$ cat config.mk
export PLATFORM = sky130hd
export DESIGN_NAME = ul_flush_ctrl
export DESIGN_NICKNAME = d
export VERILOG_FILES = /design/src/rtl/ufc_pkg.sv /design/src/rtl/ufc_tmo_reg.sv /design/src/rtl/ufc_idle_timer.sv /design/src/rtl/ufc_strobe.sv /design/src/rtl/ul_flush_ctrl.sv
export SDC_FILE = /design/constraint.sdc
export NUM_CORES = 1
export LEC_CHECK = 0
export ABC_AREA = 0
export BUFFER_PORTS_ARGS = -buffer_cell sky130_fd_sc_hd__buf_4
export CAP_MARGIN = 0
export CORE_ASPECT_RATIO = 0.8
export CORE_MARGIN = 1
export CORE_UTILIZATION = 58
export CTS_BUF_LIST = sky130_fd_sc_hd__clkbuf_16
export DETAILED_ROUTE_END_ITERATION = 8
export PLACE_DENSITY = 0.84
export SKIP_CTS_REPAIR_TIMING = 1
export SLEW_MARGIN = 5
export SYNTH_ARGS = -nofsm -noshare
export SYNTH_HDL_FRONTEND = slang
export SYNTH_HIERARCHICAL = 1
export SYNTH_SLANG_ARGS = --single-unit
$ cat constraint.sdc
create_clock -name clk -period 6.15 [get_ports clk]
set_input_delay 1.845 -clock clk [delete_from_list [all_inputs] [get_ports clk]]
set_output_delay 1.845 -clock clk [all_outputs]
set_load 0.005 [all_outputs]
$ cat src/rtl/ufc_pkg.sv
package ufc_pkg;
    typedef enum logic [1:0] {
        ST_WAIT    = 2'd0,
        ST_EXPIRED = 2'd1,
        ST_FORCE   = 2'd2
    } ufc_state_e;
endpackage

$ cat src/rtl/ufc_tmo_reg.sv
// Holds the flush limit; zero writes are discarded.
module ufc_tmo_reg #(
    parameter int TMO_W   = 8,
    parameter int TMO_RST = 16
) (
    input  logic             clk,
    input  logic             rst_n,
    input  logic             wr,
    input  logic [TMO_W-1:0] wdata,
    output logic [TMO_W-1:0] limit
);
    always_ff @(posedge clk) begin
        if (!rst_n)
            limit <= TMO_W'(TMO_RST);
        else if (wr && (wdata != '0))
            limit <= wdata;
    end
endmodule

$ cat src/rtl/ufc_idle_timer.sv
// Counts ms ticks since last clear, saturating at the limit.
module ufc_idle_timer #(
    parameter int TMO_W = 8
) (
    input  logic             clk,
    input  logic             rst_n,
    input  logic             tick,
    input  logic             clr,
    input  logic [TMO_W-1:0] limit,
    output logic             reached
);
    logic [TMO_W-1:0] cnt_q;

    always_ff @(posedge clk) begin
        if (!rst_n || clr)
            cnt_q <= '0;
        else if (tick && (cnt_q < limit))
            cnt_q <= cnt_q + 1'b1;
    end

    assign reached = (cnt_q >= limit);
endmodule

$ cat src/rtl/ufc_strobe.sv
// Detects falling edge of the strobe and routes it by link state.
module ufc_strobe (
    input  logic clk,
    input  logic rst_n,
    input  logic si_n,
    input  logic suspended,
    input  logic rwake_en,
    output logic si_flush,
    output logic wake_set
);
    logic si_q;
    logic fall;

    always_ff @(posedge clk) begin
        if (!rst_n)
            si_q <= 1'b1;
        else
            si_q <= si_n;
    end

    assign fall     = si_q && !si_n;
    assign si_flush = fall && !suspended;
    assign wake_set = fall && suspended && rwake_en;
endmodule

$ cat src/rtl/ul_flush_ctrl.sv
module ul_flush_ctrl #(
    parameter int LVL_W     = 9,
    parameter int PKT_BYTES = 64,
    parameter int TMO_W     = 8,
    parameter int TMO_RST   = 16
) (
    input  logic             clk,
    input  logic             rst_n,
    input  logic             ms_tick,
    input  logic             byte_push,
    input  logic [LVL_W-1:0] fill_level,
    input  logic             in_req,
    input  logic             suspended,
    input  logic             rwake_en,
    input  logic             si_n,
    input  logic             tmo_wr,
    input  logic [TMO_W-1:0] tmo_wdata,
    output logic             flush_ok,
    output logic             short_rel,
    output logic             zlp_rel,
    output logic             resume_req
);
    import ufc_pkg::*;

    localparam logic [LVL_W-1:0] PKT_LVL = LVL_W'(PKT_BYTES);

    ufc_state_e       state, nxt;
    logic [TMO_W-1:0] tmo_q;
    logic             tmr_reached;
    logic             si_flush, wake_set;
    logic             has_data, full_pkt;
    logic             rel_now, short_now, zlp_now;

    assign has_data = (fill_level != '0);
    assign full_pkt = (fill_level >= PKT_LVL);

    ufc_tmo_reg #(.TMO_W(TMO_W), .TMO_RST(TMO_RST)) tmo_i (
        .clk   (clk),
        .rst_n (rst_n),
        .wr    (tmo_wr),
        .wdata (tmo_wdata),
        .limit (tmo_q)
    );

    ufc_idle_timer #(.TMO_W(TMO_W)) tmr_i (
        .clk     (clk),
        .rst_n   (rst_n),
        .tick    (ms_tick),
        .clr     (byte_push || rel_now),
        .limit   (tmo_q),
        .reached (tmr_reached)
    );

    ufc_strobe strb_i (
        .clk       (clk),
        .rst_n     (rst_n),
        .si_n      (si_n),
        .suspended (suspended),
        .rwake_en  (rwake_en),
        .si_flush  (si_flush),
        .wake_set  (wake_set)
    );

    // release decision for the IN request of this cycle
    always_comb begin
        rel_now   = in_req && (full_pkt || (state == ST_FORCE) ||
                               ((state == ST_EXPIRED) && has_data));
        short_now = in_req && !full_pkt && has_data &&
                    ((state == ST_FORCE) || (state == ST_EXPIRED));
        zlp_now   = in_req && (state == ST_FORCE) && !has_data;
    end

    always_comb begin
        nxt = state;
        unique case (state)
            ST_WAIT: begin
                if (si_flush)
                    nxt = ST_FORCE;
                else if (tmr_reached && has_data)
                    nxt = ST_EXPIRED;
            end
            ST_EXPIRED: begin
                if (si_flush)
                    nxt = ST_FORCE;
                else if (in_req || byte_push)
                    nxt = ST_WAIT;
            end
            ST_FORCE: begin
                if (in_req && !si_flush)
                    nxt = ST_WAIT;
            end
            default: nxt = ST_WAIT;
        endcase
    end

    // state register
    always_ff @(posedge clk) begin
        if (!rst_n)
            state <= ST_WAIT;
        else
            state <= nxt;
    end

    // output register
    always_ff @(posedge clk) begin
        if (!rst_n) begin
            flush_ok   <= 1'b0;
            short_rel  <= 1'b0;
            zlp_rel    <= 1'b0;
            resume_req <= 1'b0;
        end else begin
            flush_ok   <= rel_now;
            short_rel  <= short_now;
            zlp_rel    <= zlp_now;
            resume_req <= wake_set;
        end
    end
endmodule

==> out/metrics.yaml <==
rows: 15
skew_ns: 0.00233
regArea_um2: 460
viasPerCell: 6.12
layout_commonest_cell: "buf_4"
cts.reportedPaths.clkPinSlew_ns: 0.06
firstDrtPassIters: 6
finalWirelength_mm: 3.21
cp.arrival_ns: 3.48
critPathLaunchType: "primary input"
ys_seq_area_frac: 0.319
critPathCaptureType: "flip-flop"
die_x_um: 57.8
dp_slack_ns: 2.60
htree_levels: 1
syn_area_mm2: 0.00144
synth_cell_types: 40
top_level_ports: 30
reg2reg_depth: 7
status: "finished, violations left"
ys_seq_elements: 23
yosysWarnings: 6
worst_r2r_endpoint: "tmr_i/cnt_q[6]$_SDFFE_PP0P_"
ys.flop_type: "dfxtp_1"
fillers: 158
drt_iter0_drc: 48
fmax_ghz: 0.301
slowest_delay_ns: 0.32
cp.depth: 8
crit_buf_inv: 1
slowest_stage: "a211o_1"
power_density_mw_per_mm2: 202
crit_chain: "buf_4 -> nor4_2 -> nand2_1 -> a211o_1 -> a21o_1 -> nor2b_1 -> nand2_1 -> o31ai_1"
hold_end: "tmo_i/limit[7]$_SDFFE_PN0P_"
min_path_type: "reg2reg"
core_area_mm2: 0.00225
gp_congestion: 0.731
tritoncts: "done"
r2r_slack_ns: 3.89
critPathTopFamily: "simple AND/OR/NAND/NOR gates"
crit_type: "in2reg"
clock_latency_ns: 0.26
synthCells: 162
min_path_cells: 2
drive_gt1_frac: 0.202
fin_tns_setup_ns: 0
final_antenna_net_count: 0
drv_cap: 0
power.leakage_nw: 0.711
grt_max_degree: 19
syn_to_final_growth_pct: 22.1
overflow: 0
cp_max_fo: 4
drc: 1
min_period_ns: 3.32
required_ns: 6.31
syn_avg_cell_area_um2: 8.91
layout_common_cells: "buf_4, dfxtp_1, nand3_1, inv_1, ha_1"
cts_made_buffers: 3
clk_path_buf_depth: 2
grt_pass1_vias: 1198
period_share: 0.540
tightest_slew_ns: 0.903
grt_pass1_wl_mm: 5.04
fin_util: 0.782
vias: 1335
dp_hpwl_mm: 2.46
setup_violations: 0
finalMaxSlewViolations: 0
wire_per_inst_um: 14.7
num-nets-final: 232
die_area_mm2: 0.00269
synth_edf_count: 0
syn_nets: 200
peakVddDrop_mv: 0.197
grt_setup_unrepaired: "false"
port_buffers: 29
cts.sinks: 23
worst_slack_ns: 2.83
grt_antenna_before_repair: 0
cpMostUsedCell: "nand2_1"
finalHoldViolCount: 0
multi_input_area_um2: 932
hp-start: "tmo_i/limit[7]$_SDFFE_PN0P_"
slew_headroom: 0.398
initial_utilization: 0.641
failed_checks: "design-rule violations"
antenna_cells: 0
clock_tree.root_cell: "clkbuf_16"
dieHeight_um: 46.6
grt_usage: 0.252
async_flop_share: 0
r2r_start: "tmo_i/limit[7]$_SDFFE_PN0P_"
[state kept, by name (all words and copies together), names as in the netlist]
signal / count
tmo_i/limit: 8
state: 2
flush_ok: 1
strb_i/si_q: 1
zlp_rel: 1
resume_req: 1
short_rel: 1
tmr_i/cnt_q: 8
[worst register-to-register path: cells and delay by family (launching register included)]
kind	cells	cell delay [ns]
multiplexers	1	0.24
flip-flops	1	0.34
adder cells (fa/ha/maj)	1	0.33
AND/OR/NAND/NOR	3	0.78
buffers and inverters	1	0.06
AO/OA/AOI/OAI	1	0.45
[metal layers]
metal  vias to the layer above  routed length, um  track usage
li1                        665                  -            -
met3                         8                171       0.0618
met2                        44               1560        0.442
met4                         0                 42       0.0952
met1                       618               1440        0.306
met5                         -                  0            0
[cell type report]
class                           instances  share of cell area
Clock buffer                            3              0.0426
Clock inverter                          1             0.00213
Inverter                               11              0.0234
Multi-Input combinational cell        126               0.529
Sequential cell                        23               0.261
Tap cell                               25              0.0178
Timing Repair Buffer                   29               0.124
[kinds of logic after synthesis]
kind of cell             synth area share
AO/OA/AOI/OAI                       0.189
adder cells (fa/ha/maj)             0.104
buffers and inverters              0.0347
flip-flops                          0.319
multiplexers                       0.0624
AND/OR/NAND/NOR                     0.291
[power breakdown]
part,total [W],switching [W],internal [W]
clock network,0.000139,0.0000526,0.0000868
logic,0.0000575,0.0000290,0.0000285
registers,0.000158,0.00000379,0.000154
[cells in the mapped netlist, types with 2 or more instances]
| master | number | area (um2) |
|---|---|---|
| a21boi_1 | 7 | 52.6 |
| a21o_1 | 2 | 15.0 |
| a21oi_1 | 10 | 50.1 |
| and3_1 | 3 | 18.8 |
| dfxtp_1 | 23 | 460 |
| ha_1 | 12 | 150 |
| inv_1 | 11 | 41.3 |
| mux2i_1 | 9 | 90.1 |
| nand2_1 | 8 | 30.0 |
| nand2b_1 | 4 | 25.0 |
| nand3_1 | 14 | 70.1 |
| nand4b_1 | 2 | 17.5 |
| nor2_1 | 2 | 7.51 |
| nor2b_1 | 5 | 31.3 |
| nor3_1 | 8 | 40.0 |
| nor3b_1 | 2 | 15.0 |
| nor4_4 | 2 | 42.5 |
| o211ai_1 | 2 | 15.0 |
| o21ai_0 | 10 | 50.1 |
| o31ai_1 | 2 | 15.0 |
| or3_1 | 5 | 31.3 |
[metrics by stage]
stage / instance area, um2 / hold WS (ns) / cells / total power, W
floorplan: 1440 / 0.455 / 162 / 0.000191
global placement: 1680 / 0.469 / 214 / 0.000214
detailed placement: 1680 / 0.474 / 214 / 0.000218
CTS: 1760 / 0.483 / 218 / 0.000358
global route: 1760 / 0.511 / 218 / 0.000368
finish: 1760 / 0.479 / 218 / 0.000355
[worst max path at each step]
stage | start | endpoint
2_1_floorplan | fill_level[1] | tmr_i/cnt_q[1]$_SDFFE_PP0P_
3_3_place_gp | fill_level[1] | tmr_i/cnt_q[1]$_SDFFE_PP0P_
3_5_place_dp | fill_level[1] | tmr_i/cnt_q[1]$_SDFFE_PP0P_
4_1_cts | fill_level[1] | tmr_i/cnt_q[1]$_SDFFE_PP0P_
5_1_grt | fill_level[1] | tmr_i/cnt_q[1]$_SDFFE_PP0P_
6_report | fill_level[1] | tmr_i/cnt_q[1]$_SDFFE_PP0P_
(Power assumes the default switching activity.)
